$ cat config.mk
export PLATFORM = sky130hd
export DESIGN_NAME = spi_fifo_master
export DESIGN_NICKNAME = d
export VERILOG_FILES = /design/src/rtl/spim_pkg.sv /design/src/rtl/spim_fifo.sv /design/src/rtl/spim_engine.sv /design/src/rtl/spi_fifo_master.sv
export SDC_FILE = /design/constraint.sdc
export NUM_CORES = 1
export LEC_CHECK = 0
export BUFFER_PORTS_ARGS = -buffer_cell sky130_fd_sc_hd__buf_4
export CORE_MARGIN = 1
export CORE_UTILIZATION = 25
export DETAILED_ROUTE_END_ITERATION = 6
export GPL_TIMING_DRIVEN = 0
export MAX_ROUTING_LAYER = met4
export SLEW_MARGIN = 0
export SYNTH_ARGS = -nofsm -noshare
export SYNTH_HDL_FRONTEND = slang
export SYNTH_SLANG_ARGS = --single-unit
$ cat constraint.sdc
create_clock -name clk -period 5.6 [get_ports clk]
set_clock_uncertainty 0.2 [all_clocks]
set_input_delay 1.68 -clock clk [delete_from_list [all_inputs] [get_ports clk]]
set_output_delay 1.68 -clock clk [all_outputs]
set_load 0.05 [all_outputs]
$ cat src/rtl/spim_pkg.sv
package spim_pkg;
    localparam int REG_AW  = 12;
    localparam int FRAME_W = 16;

    localparam logic [REG_AW-1:0] A_CTRL0  = 12'h000;
    localparam logic [REG_AW-1:0] A_CTRL1  = 12'h004;
    localparam logic [REG_AW-1:0] A_ENABLE = 12'h008;
    localparam logic [REG_AW-1:0] A_SLVSEL = 12'h00C;
    localparam logic [REG_AW-1:0] A_DIV    = 12'h010;
    localparam logic [REG_AW-1:0] A_TXLVL  = 12'h01C;
    localparam logic [REG_AW-1:0] A_RXLVL  = 12'h020;
    localparam logic [REG_AW-1:0] A_STATUS = 12'h024;
    localparam logic [REG_AW-1:0] A_RAW    = 12'h034;
    localparam logic [REG_AW-1:0] A_ICLR   = 12'h038;
    localparam logic [REG_AW-1:0] A_TXDATA = 12'h400;
    localparam logic [REG_AW-1:0] A_RXDATA = 12'h800;

    typedef enum logic [1:0] {
        XFER_DUPLEX  = 2'd0,
        XFER_TX_ONLY = 2'd1,
        XFER_RX_ONLY = 2'd2,
        XFER_RSVD    = 2'd3
    } xfer_mode_t;

    typedef enum logic [1:0] {
        ENG_IDLE   = 2'd0,
        ENG_HALF_A = 2'd1,
        ENG_HALF_B = 2'd2
    } eng_state_t;
endpackage

$ cat src/rtl/spim_fifo.sv
module spim_fifo #(
    parameter int WIDTH = 16,
    parameter int DEPTH = 32
) (
    input  logic             clk,
    input  logic             rst_n,
    input  logic             push,
    input  logic [WIDTH-1:0] push_data,
    input  logic             pop,
    output logic [WIDTH-1:0] head,
    output logic [$clog2(DEPTH+1)-1:0] level,
    output logic             full,
    output logic             empty
);
    localparam int PW = $clog2(DEPTH);
    localparam int LW = $clog2(DEPTH+1);

    logic [WIDTH-1:0] mem [DEPTH];
    logic [PW-1:0]    wr_ptr, rd_ptr;
    logic             do_push, do_pop;

    assign full    = (level == LW'(DEPTH));
    assign empty   = (level == '0);
    assign do_push = push && !full;
    assign do_pop  = pop && !empty;
    assign head    = empty ? '0 : mem[rd_ptr];

    always_ff @(posedge clk) begin
        if (do_push) mem[wr_ptr] <= push_data;
    end

    always_ff @(posedge clk or negedge rst_n) begin
        if (!rst_n) begin
            wr_ptr <= '0;
            rd_ptr <= '0;
            level  <= '0;
        end else begin
            if (do_push) wr_ptr <= wr_ptr + 1'b1;
            if (do_pop)  rd_ptr <= rd_ptr + 1'b1;
            unique case ({do_push, do_pop})
                2'b10:   level <= level + 1'b1;
                2'b01:   level <= level - 1'b1;
                default: level <= level;
            endcase
        end
    end


    fifo_level_bound_chk: assert property (@(posedge clk) disable iff (!rst_n)
        level <= LW'(DEPTH));


    fifo_empty_pop_chk: assert property (@(posedge clk) disable iff (!rst_n)
        (pop && empty && !push) |=> (level == '0));
endmodule

$ cat src/rtl/spim_engine.sv
module spim_engine
    import spim_pkg::*;
#(
    parameter int DIV_W = 16,
    parameter int CNT_W = 16
) (
    input  logic               clk,
    input  logic               rst_n,
    input  logic               en,
    input  xfer_mode_t         mode,
    input  logic               cpol,
    input  logic               cpha,
    input  logic [1:0]         fsz,
    input  logic [DIV_W-1:0]   div,
    input  logic [CNT_W-1:0]   ro_last,
    input  logic               tx_empty,
    input  logic [FRAME_W-1:0] tx_data,
    output logic               tx_pop,
    input  logic               rx_full,
    output logic               rx_push,
    output logic [FRAME_W-1:0] rx_data,
    output logic               busy,
    output logic               frame_done,
    output logic               sclk,
    output logic               mosi,
    input  logic               miso
);
    localparam int HW = DIV_W - 1;
    localparam int BW = $clog2(FRAME_W);

    eng_state_t          state, nxt;
    logic [HW-1:0]       tmr, half_eff;
    logic [BW-1:0]       bit_cnt, last_bit;
    logic [FRAME_W-1:0]  tx_sh, rx_sh, mask, tx_aligned;
    logic [CNT_W-1:0]    frm_cnt;
    logic                ro_done, tick, start_dx, start_ro, frame_end;

    assign half_eff = (div[DIV_W-1:1] == '0) ? HW'(1) : div[DIV_W-1:1];
    assign tick     = (tmr == half_eff - 1'b1);

    always_comb begin
        unique case (fsz)
            2'd0: begin
                last_bit   = BW'(3);
                mask       = FRAME_W'(16'h000F);
                tx_aligned = {tx_data[3:0], 12'h000};
            end
            2'd1: begin
                last_bit   = BW'(7);
                mask       = FRAME_W'(16'h00FF);
                tx_aligned = {tx_data[7:0], 8'h00};
            end
            default: begin
                last_bit   = BW'(15);
                mask       = FRAME_W'(16'hFFFF);
                tx_aligned = tx_data;
            end
        endcase
    end

    assign start_dx = en && (mode != XFER_RX_ONLY) && !tx_empty &&
                      ((mode == XFER_TX_ONLY) || !rx_full);
    assign start_ro = en && (mode == XFER_RX_ONLY) && !ro_done && !rx_full;

    // next-state logic
    always_comb begin
        nxt = state;
        unique case (state)
            ENG_IDLE:   if (start_dx || start_ro) nxt = ENG_HALF_A;
            ENG_HALF_A: if (!en) nxt = ENG_IDLE;
                        else if (tick) nxt = ENG_HALF_B;
            ENG_HALF_B: if (!en) nxt = ENG_IDLE;
                        else if (tick) nxt = (bit_cnt == '0) ? ENG_IDLE : ENG_HALF_A;
            default:    nxt = ENG_IDLE;
        endcase
    end

    // state register
    always_ff @(posedge clk or negedge rst_n) begin
        if (!rst_n) state <= ENG_IDLE;
        else        state <= nxt;
    end

    assign frame_end  = (state == ENG_HALF_B) && en && tick && (bit_cnt == '0);
    assign tx_pop     = (state == ENG_IDLE) && start_dx;
    assign rx_push    = frame_end && (mode != XFER_TX_ONLY);
    assign frame_done = frame_end;
    assign rx_data    = rx_sh & mask;
    assign busy       = (state != ENG_IDLE);
    assign mosi       = tx_sh[FRAME_W-1];

    // datapath
    always_ff @(posedge clk or negedge rst_n) begin
        if (!rst_n) begin
            tmr     <= '0;
            bit_cnt <= '0;
            tx_sh   <= '0;
            rx_sh   <= '0;
            frm_cnt <= '0;
            ro_done <= 1'b0;
        end else begin
            tmr <= ((state == ENG_IDLE) || tick) ? '0 : tmr + 1'b1;
            unique case (state)
                ENG_IDLE: if (start_dx || start_ro) begin
                    tx_sh   <= start_dx ? tx_aligned : '0;
                    bit_cnt <= last_bit;
                end
                ENG_HALF_A: if (tick) rx_sh <= {rx_sh[FRAME_W-2:0], miso};
                ENG_HALF_B: if (tick) begin
                    tx_sh   <= {tx_sh[FRAME_W-2:0], 1'b0};
                    bit_cnt <= bit_cnt - 1'b1;
                end
                default: ;
            endcase
            if (!en) begin
                frm_cnt <= '0;
                ro_done <= 1'b0;
            end else if (frame_end && (mode == XFER_RX_ONLY)) begin
                if (frm_cnt == ro_last) ro_done <= 1'b1;
                else                    frm_cnt <= frm_cnt + 1'b1;
            end
        end
    end

    // output process: serial clock follows the state being entered
    always_ff @(posedge clk or negedge rst_n) begin
        if (!rst_n) sclk <= 1'b0;
        else begin
            unique case (nxt)
                ENG_HALF_A: sclk <= cpol ^ cpha;
                ENG_HALF_B: sclk <= cpol ^ ~cpha;
                default:    sclk <= cpol;
            endcase
        end
    end


    engine_halt_chk: assert property (@(posedge clk) disable iff (!rst_n)
        !en |=> !busy);


    sclk_idle_level_chk: assert property (@(posedge clk) disable iff (!rst_n)
        (!busy && $past(!busy) && $stable(cpol)) |-> (sclk == cpol));
endmodule

$ cat src/rtl/spi_fifo_master.sv
module spi_fifo_master
    import spim_pkg::*;
#(
    parameter int DEPTH  = 32,
    parameter int DIV_W  = 16,
    parameter int CNT_W  = 16,
    parameter int CS_NUM = 2
) (
    input  logic              clk,
    input  logic              rst_n,
    input  logic              reg_wr,
    input  logic              reg_rd,
    input  logic [REG_AW-1:0] reg_addr,
    input  logic [31:0]       reg_wdata,
    output logic [31:0]       reg_rdata,
    output logic              sclk,
    output logic              mosi,
    input  logic              miso,
    output logic [CS_NUM-1:0] cs_n
);
    localparam int LW = $clog2(DEPTH+1);

    logic [1:0]         fsz_q;
    logic               cpol_q, cpha_q, en_q;
    xfer_mode_t         mode_q;
    logic [CNT_W-1:0]   ctrl1_q;
    logic [CS_NUM-1:0]  sel_q;
    logic [DIV_W-1:0]   div_q;
    logic [2:0]         raw_q;

    logic               tx_push, tx_pop, tx_full, tx_empty;
    logic               rx_push, rx_pop, rx_full, rx_empty;
    logic [FRAME_W-1:0] tx_head, rx_head, rx_word;
    logic [LW-1:0]      tx_lvl, rx_lvl;
    logic               busy, frame_done;
    logic [4:0]         status;

    assign tx_push = reg_wr && (reg_addr == A_TXDATA);
    assign rx_pop  = reg_rd && (reg_addr == A_RXDATA);
    assign status  = {rx_full, rx_empty, tx_empty, tx_full, busy};

    always_ff @(posedge clk or negedge rst_n) begin
        if (!rst_n) begin
            fsz_q   <= 2'd1;
            cpol_q  <= 1'b0;
            cpha_q  <= 1'b0;
            mode_q  <= XFER_DUPLEX;
            ctrl1_q <= '0;
            en_q    <= 1'b0;
            sel_q   <= '0;
            div_q   <= DIV_W'(2);
            raw_q   <= '0;
        end else begin
            if (reg_wr) begin
                unique case (reg_addr)
                    A_CTRL0: begin
                        fsz_q  <= reg_wdata[1:0];
                        cpha_q <= reg_wdata[6];
                        cpol_q <= reg_wdata[7];
                        mode_q <= xfer_mode_t'(reg_wdata[19:18]);
                    end
                    A_CTRL1:  ctrl1_q <= reg_wdata[CNT_W-1:0];
                    A_ENABLE: en_q    <= reg_wdata[0];
                    A_SLVSEL: sel_q   <= reg_wdata[CS_NUM-1:0];
                    A_DIV:    div_q   <= {reg_wdata[DIV_W-1:1], 1'b0};
                    A_ICLR:   raw_q   <= raw_q & ~reg_wdata[2:0];
                    default: ;
                endcase
            end
            if (tx_push && tx_full)   raw_q[0] <= 1'b1;
            if (rx_pop && rx_empty)   raw_q[1] <= 1'b1;
            if (frame_done)           raw_q[2] <= 1'b1;
        end
    end

    always_comb begin
        reg_rdata = '0;
        unique case (reg_addr)
            A_CTRL0: begin
                reg_rdata[1:0]   = fsz_q;
                reg_rdata[6]     = cpha_q;
                reg_rdata[7]     = cpol_q;
                reg_rdata[19:18] = mode_q;
            end
            A_CTRL1:  reg_rdata = 32'(ctrl1_q);
            A_ENABLE: reg_rdata = 32'(en_q);
            A_SLVSEL: reg_rdata = 32'(sel_q);
            A_DIV:    reg_rdata = 32'(div_q);
            A_TXLVL:  reg_rdata = 32'(tx_lvl);
            A_RXLVL:  reg_rdata = 32'(rx_lvl);
            A_STATUS: reg_rdata = 32'(status);
            A_RAW:    reg_rdata = 32'(raw_q);
            A_RXDATA: reg_rdata = 32'(rx_head);
            default:  reg_rdata = '0;
        endcase
    end

    for (genvar gi = 0; gi < CS_NUM; gi++) begin : g_cs
        assign cs_n[gi] = ~sel_q[gi];
    end

    spim_fifo #(.WIDTH(FRAME_W), .DEPTH(DEPTH)) u_txq (
        .clk(clk), .rst_n(rst_n),
        .push(tx_push), .push_data(reg_wdata[FRAME_W-1:0]),
        .pop(tx_pop), .head(tx_head), .level(tx_lvl),
        .full(tx_full), .empty(tx_empty)
    );

    spim_fifo #(.WIDTH(FRAME_W), .DEPTH(DEPTH)) u_rxq (
        .clk(clk), .rst_n(rst_n),
        .push(rx_push), .push_data(rx_word),
        .pop(rx_pop), .head(rx_head), .level(rx_lvl),
        .full(rx_full), .empty(rx_empty)
    );

    spim_engine #(.DIV_W(DIV_W), .CNT_W(CNT_W)) u_eng (
        .clk(clk), .rst_n(rst_n), .en(en_q), .mode(mode_q),
        .cpol(cpol_q), .cpha(cpha_q), .fsz(fsz_q), .div(div_q),
        .ro_last(ctrl1_q), .tx_empty(tx_empty), .tx_data(tx_head),
        .tx_pop(tx_pop), .rx_full(rx_full), .rx_push(rx_push),
        .rx_data(rx_word), .busy(busy), .frame_done(frame_done),
        .sclk(sclk), .mosi(mosi), .miso(miso)
    );


    rx_no_overflow_chk: assert property (@(posedge clk) disable iff (!rst_n)
        rx_push |-> !rx_full);


    tx_only_no_store_chk: assert property (@(posedge clk) disable iff (!rst_n)
        (mode_q == XFER_TX_ONLY && $stable(mode_q) && !rx_pop) |=> $stable(rx_lvl));
endmodule

==> flow_summary.ini, run 1 <==
[sta]
final.min_clock_period_ns = 5.63
final-hold-violation-count = 0
worst_pin_slew_ns = 1.39
final_count_of_pins_violating_max_slew = 0
final.period_utilization_pct = 100
max_slew_margin_pct = 7.13
fin_hold_ws_ns = 0.300
fmax_mhz = 178
final_critical_path_setup_slack_ns = -0.0276
unrepaired_setup_endpoints_after_global_routing = true
finalSetupViolations = 4

[run_status]
violations = negative setup slack
status = finished, violations left

[cts]
cts.root.buffer_cell = clkbuf_16
clock_tree_from_tritoncts = yes
clk_path_buf_depth = 3
clock_tree.htree_level_count = 3
cts_sinks = 1170
path_clk_slew_ns = 0.07
insertion_delay_ns = 0.73
total_clock_buffers_created_by_cts = 104
post_cts_hold_buffer_count = 0

[placement]
numPlacedInstances = 5291
post-dp-hpwl_um = 87400
gp_congestion = 0.905
port-buffer-count = 55
preCtsSetupSlack_ns = -1.19

[layout]
final_core_utilization_pct = 30.3
nets = 2970
layout.cells.most_common = edfxtp_1
layout-drive-gt1-share_pct = 30.0
fillCellCount = 18319
instances_no_fill = 5504
area_growth_pct = 20.5
most_used_cells_in_the_layout_excluding_fill_and_tap_cells = edfxtp_1, mux4_2, dfrtp_1

[setup_path]
worstSetupStartpointType = input pin
worstSetupStartpoint = reg_addr[6]
cp-end-kind = primary output
cpMaxStageDelayCell = or3b_4
critical_path.cell_chain = buf_4, nor4_4, nand3_2, or3b_4, nor2_4, buf_12, nand2_1, a31oi_2, a221o_1, buf_6
timing.reg2reg.worst_path_depth = 15
worst_path_largest_cell_delay_ns = 0.41
critical_path.reg2reg.endpoint = u_rxq.mem[12][14]$_DFFE_PP_
timing.rr.start = div_q[4]$_DFFE_PN0P_
rrSetupSlack_ns = 0.24
arrival_ns = 3.75
critPathRequiredTime_ns = 3.72
critical_path_class = in2out
crit_fanout = 9

[grt]
global_route.usage.met2_pct = 21.2
first_global_vias = 26171
grt_use_met1_pct = 17.8
total_global_route_track_usage_pct = 13.6
initial_antenna_violation_count = 4
grt_start_max_net_pins = 75
grtUsageMet3_pct = 2.49
gr-max-usage-layer = met2
grt_pass1_wl_um = 187000
global_route.overflow_total = 0

[floorplan]
die_w_um = 439
top_level_i_o_count = 85
die_height_um = 439
placementRows = 160
design.die.area_mm2 = 0.193
coreArea_mm2 = 0.190
start_util_pct = 25.2

[route]
via_count = 26484
first_iter_violations = 2725
detail-route-antenna-nets = 0
wl_um = 129000
drcViolationCount = 0
detail_route.wl_per_cell_um = 23.5
routed_via_density = 4.81
drt-pass1-iter-count = 6

[pwr]
net-switching-power_mw = 6.02
cell_internal_pwr_mw = 15.6
power_frac_clock_pct = 34.4
vdd_drop_max_v = 0.000277
switching_share_pct = 27.8
pwr-share-seq_pct = 46.5
power_mw = 21.6
power_leakage_nw = 18.7
power-per-cell-area_mw_per_mm2 = 376
share_of_total_power_in_combinational_logic_pct = 19.0

[yosys]
synth-async-reset-ratio_pct = 12.5
syn-instance-count = 2604
yosysUniqueCellTypes = 79
ys_dominant_reg_cell = edfxtp_1
synth-seq-cells = 1170
synth_area_leader_cell = edfxtp_1
post-synth-top-area-fraction_pct = 64.3
seq_area_frac_synth_pct = 71.9
mappedNetlistArea_mm2 = 0.0478
netlist_top_cells_area = edfxtp_1, mux4_2, dfrtp_1
synthesis.yosys.warnings = 0
synth_edf_count = 1024
syn-mean-instance-area_um2 = 18.4

[worst_hold_path]
min_to = u_eng.rx_sh[13]$_DFFE_PN0P_
holdPathStages = 1
timing.hold.worst.class = reg2reg
worstHoldStart = u_eng.rx_sh[12]$_DFFE_PN0P_

[flow_run]
cap_viol_max_count = 0
[area by class of cell]
| class | count | area [µm²] | share of cell area (%) |
|---|---|---|---|
| multi-input combinational | 1258 | 13500 | 23.4 |
| clock inverter | 62 | 707 | 1.23 |
| timing repair buffer | 178 | 2060 | 3.58 |
| clock buffer | 135 | 2820 | 4.89 |
| antenna | 5 | 12.5 | 0.0217 |
| sequential | 1170 | 34400 | 59.7 |
| tap | 2511 | 3140 | 5.45 |
| buffer | 156 | 912 | 1.58 |
| inverter | 29 | 109 | 0.189 |
[metrics by stage]
stage	TNS (ns)	area (µm²)
4_1_cts	-0.0255	57500
6_report	-0.0714	57600
3_5_place_dp	-35.59	53200
5_1_grt	-0.464	57600
3_3_place_gp	-1418.17	51400
2_1_floorplan	-0.280	47900
[logic make-up (layout without fill, tap and decap cells)]
| family | after synthesis | in the layout | share of synthesized area, % |
|---|---|---|---|
| adders and majority gates | 25 | 25 | 0.665 |
| buffers and inverters | 189 | 560 | 1.70 |
| xor gates and xnor gates | 77 | 77 | 1.44 |
| and+or+nand+nor | 428 | 428 | 4.75 |
| muxes | 437 | 437 | 15.5 |
| AOI/OAI and AO/OA | 277 | 277 | 4.00 |
| other | 1 | 19 | 0.00784 |
| DFF | 1170 | 1170 | 71.9 |
[how the worst max path moves through the flow]
stage	end	slack [ns]	cells past startpoint
3_3_place_gp	u_rxq.mem[30][10]$_DFFE_PP_	-3.12	15
3_5_place_dp	reg_rdata[13]	-1.19	9
5_1_grt	reg_rdata[9]	-0.09	11
6_report	reg_rdata[10]	-0.03	10
4_1_cts	reg_rdata[1]	-0.02	11
2_1_floorplan	reg_rdata[6]	-0.12	5
[critical path: cells and delay by family]
| family | cells | cell delay [ns] |
|---|---|---|
| AOI/OAI and AO/OA | 2 | 0.53 |
| and+or+nand+nor | 5 | 1.06 |
| buffers and inverters | 3 | 0.47 |
[cell usage after synthesis, drive strengths merged, types with 28 or more instances]
| cell | count |
|---|---|
| clkbuf | 98 |
| inv | 28 |
| a21oi | 48 |
| nor2 | 110 |
| xor2 | 44 |
| a22oi | 34 |
| mux2 | 85 |
| dfrtp | 144 |
| mux4 | 234 |
| o21ai | 69 |
| edfxtp | 1024 |
| nor4 | 44 |
| nand3 | 45 |
| nand2 | 88 |
| xnor2 | 32 |
| mux2i | 118 |
| buf | 62 |
[power groups by stage]
stage	combinational, mW	sequential, mW	clock [mW]
5_1_grt	4.38	10.1	7.86
2_1_floorplan	2.66	10.1	0
6_report	4.12	10.1	7.45
3_5_place_dp	4.11	10.3	0
4_1_cts	4.15	10.1	7.58
3_3_place_gp	4.03	10.2	0
[routing by layer]
layer | wire length, µm | vias up
met5 | 0 | -
met4 | 4670 | 0
met3 | 9200 | 254
met2 | 61300 | 1113
met1 | 54100 | 13985
li1 | - | 11132
[registers in the layout, indices dropped and copies added (netlist names), 2 cells and up]
name,count
u_rxq.mem,512
u_txq.mem,512
ctrl1_q,16
u_eng.frm_cnt,16
u_eng.rx_sh,16
u_eng.tx_sh,16
div_q,15
u_eng.tmr,15
u_rxq.level,6
u_txq.level,6
u_rxq.rd_ptr,5
u_rxq.wr_ptr,5
u_txq.rd_ptr,5
u_txq.wr_ptr,5
u_eng.bit_cnt,4
raw_q,3
fsz_q,2
mode_q,2
sel_q,2
u_eng.state,2
[what timing repair did]
action	CTS	global route
pin swaps	12	13
gates cloned	1	0
gates resized for setup	175	37
setup endpoints to repair	127	234
buffers inserted	8	7
Note: power is estimated with default switching activity, not from simulation.
==> run 2, diff against run 1 <==
Settings changed: SKIP_CTS_REPAIR_TIMING set to 1, SYNTH_HIERARCHICAL set to 1.
==> flow_summary.ini, run 2 <==
[run_status]
violations = negative setup slack
status = finished, violations left

[sta]
fmax_mhz = 178
fin_tns_setup_ns = -0.0265
max_slew_margin_pct = 7.61
final.min_clock_period_ns = 5.61
final.period_utilization_pct = 100
final_count_of_pins_violating_max_slew = 0
worst_pin_slew_ns = 1.38
finalSetupViolations = 2
unrepaired_setup_endpoints_after_global_routing = true
final_critical_path_setup_slack_ns = -0.0149
final-hold-violation-count = 0

[grt]
initial_antenna_violation_count = 6
grt_pass1_wl_um = 173000
total_global_route_track_usage_pct = 12.1
first_global_vias = 25234
global_route.overflow_total = 0
grt_start_max_net_pins = 75

[layout]
area_growth_pct = 18.3
most_used_cells_in_the_layout_excluding_fill_and_tap_cells = edfxtp_1, mux4_2, mux2i_1, dfrtp_1, clkbuf_16
layout-drive-gt1-share_pct = 27.2
post-route-cell-area_mm2 = 0.0574
nets = 2972
top_regs = u_rxq/mem: 512 flops, u_txq/mem: 512 flops
final_core_utilization_pct = 29.8
layout.cells.most_common = edfxtp_1

[route]
wl_um = 118000
first_iter_violations = 2615
routed_via_density = 4.67
drcViolationCount = 0
via_count = 25806
detail-route-antenna-nets = 0
detail_route.wl_per_cell_um = 21.4
drt-pass1-iter-count = 6

[flow_run]
cap_viol_max_count = 0

[cts]
path_clk_slew_ns = 0.06
cts_sinks = 1170
cts.root.buffer_cell = clkbuf_16
total_clock_buffers_created_by_cts = 109
insertion_delay_ns = 0.72
clock_tree_from_tritoncts = yes
clk_path_buf_depth = 3
clock_tree.htree_level_count = 3

[setup_path]
arrival_ns = 3.73
worstSetupStartpointType = flip-flop
critical_path.reg2reg.endpoint = u_rxq/mem[1][8]$_DFFE_PP_
crit_fanout = 7
timing.rr.start = div_q[5]$_DFFE_PN0P_
cp-end-kind = primary output
rrSetupSlack_ns = 0.22
timing.reg2reg.worst_path_depth = 21
critical_path_class = reg2out
critPathRequiredTime_ns = 3.72

[yosys]
ys_dominant_reg_cell = edfxtp_1
synthesis.yosys.warnings = 6
synth-async-reset-ratio_pct = 12.5
post-synth-top-area-fraction_pct = 63.5
mappedNetlistArea_mm2 = 0.0485
yosysUniqueCellTypes = 93
synth-seq-cells = 1170
syn-mean-instance-area_um2 = 18.3
synthMostInstantiatedCell = edfxtp_1
seq_area_frac_synth_pct = 71.0
netlist_top_cells_area = edfxtp_1, mux4_2, dfrtp_1
synth_top_cells_by_count = edfxtp_1, mux4_2, dfrtp_1
synth_area_leader_cell = edfxtp_1
syn-instance-count = 2654
synth_edf_count = 1024

[floorplan]
die_w_um = 442
coreArea_mm2 = 0.193
start_util_pct = 25.2
design.die.area_mm2 = 0.196
die_height_um = 442
top_level_i_o_count = 85
placementRows = 161

[placement]
placed_cell_area_mm2 = 0.0529
gp_congestion = 0.967
post-dp-hpwl_um = 77700
port-buffer-count = 54
preCtsSetupSlack_ns = -1.12

[pwr]
power-per-cell-area_mw_per_mm2 = 300
vdd_drop_max_v = 0.000253
power_mw = 17.2
power_leakage_nw = 18.5

[worst_hold_path]
min_to = u_eng/ro_done$_DFFE_PN0P_
worstHoldStart = u_eng/ro_done$_DFFE_PN0P_
timing.hold.worst.class = reg2reg
holdPathStages = 1
## run 2: changes by cell type after synthesis, moves of 23 or more
cell / before / now
o21ai_0: 67 / 32
clkbuf_1: 97 / 60
mux2i_1: 118 / 141
mux4_1: 0 / 29
xnor2_1: 32 / 59
buf_6: 2 / 27
a22oi_1: 34 / 62
nor4_1: 41 / 12
mux4_2: 234 / 181
o22ai_1: 1 / 36
a221oi_1: 26 / 3
## run 2: worst max path at each step
stage	from	to	slack, ns	cells after the start
2_1_floorplan	reg_addr[4]	reg_rdata[5]	0.33	6
3_3_place_gp	div_q[3]$_DFFE_PN0P_	u_rxq/mem[2][4]$_DFFE_PP_	-1.59	18
3_5_place_dp	div_q[1]$_DFFE_PN1P_	u_rxq/mem[8][4]$_DFFE_PP_	-1.12	18
4_1_cts	div_q[3]$_DFFE_PN0P_	u_rxq/mem[8][7]$_DFFE_PP_	-1.18	18
5_1_grt	u_rxq/rd_ptr[4]$_DFFE_PN0P_	reg_rdata[12]	-0.13	8
6_report	u_rxq/rd_ptr[0]$_DFFE_PN0P_	reg_rdata[7]	-0.01	9
## run 2: cell type report
cell class                 count  area, µm²
fill                       18698     135000
clock inverter                57        490
antenna                        2       5.00
inverter                      33        124
tap                         2526       3160
buffer                       161       1090
multi-input combinational   1300      13700
sequential                  1170      34400
timing repair buffer         127       1440
clock buffer                 148       2940
## run 2: layer usage
layer / GRT usage [%] / part of all wire, % / vias to the layer above
met4: 3.05 / 2.5 / 0
met5: - / 0 / -
met3: 1.94 / 5.5 / 162
li1: - / - / 11230
met2: 18.4 / 46 / 771
met1: 16.8 / 46 / 13643
## run 2: stage by stage
| step | std cells | hold WS [ns] |
|---|---|---|
| 6_report | 5524 | 0.293 |
| 2_1_floorplan | 2667 | 0.257 |
| 3_3_place_gp | 5247 | 0.274 |
| 4_1_cts | 5495 | 0.295 |
| 5_1_grt | 5524 | 0.316 |
| 3_5_place_dp | 5290 | 0.281 |
## run 2: cells by family (layout without fill, tap and decap cells)
group | count (synthesis) | after routing | synth area share [%]
other | 1 | 16 | 0.00774
xor gates and xnor gates | 82 | 82 | 1.51
adders and majority gates | 21 | 21 | 0.542
muxes | 438 | 438 | 15.0
DFF | 1170 | 1170 | 71.0
buffers and inverters | 197 | 526 | 2.28
AOI/OAI and AO/OA | 310 | 310 | 4.72
and+or+nand+nor | 435 | 435 | 4.93
## run 2: critical path, cell delays in order, from the launching register on
cell and delay, ns:
dfrtp_1 0.40, buf_6 0.18, buf_12 0.14, buf_4 0.14, mux4_2 0.52, a22o_1 0.25
a2111oi_4 0.62, a211oi_2 0.15, a221o_1 0.38, buf_4 0.20
## run 2: power by group
group	total [mW]	internal, mW	switching, mW	leakage, nW
logic	0.600	0.236	0.363	5.38
registers	9.45	9.43	0.0139	11.5
clock network	7.16	3.89	3.26	1.66
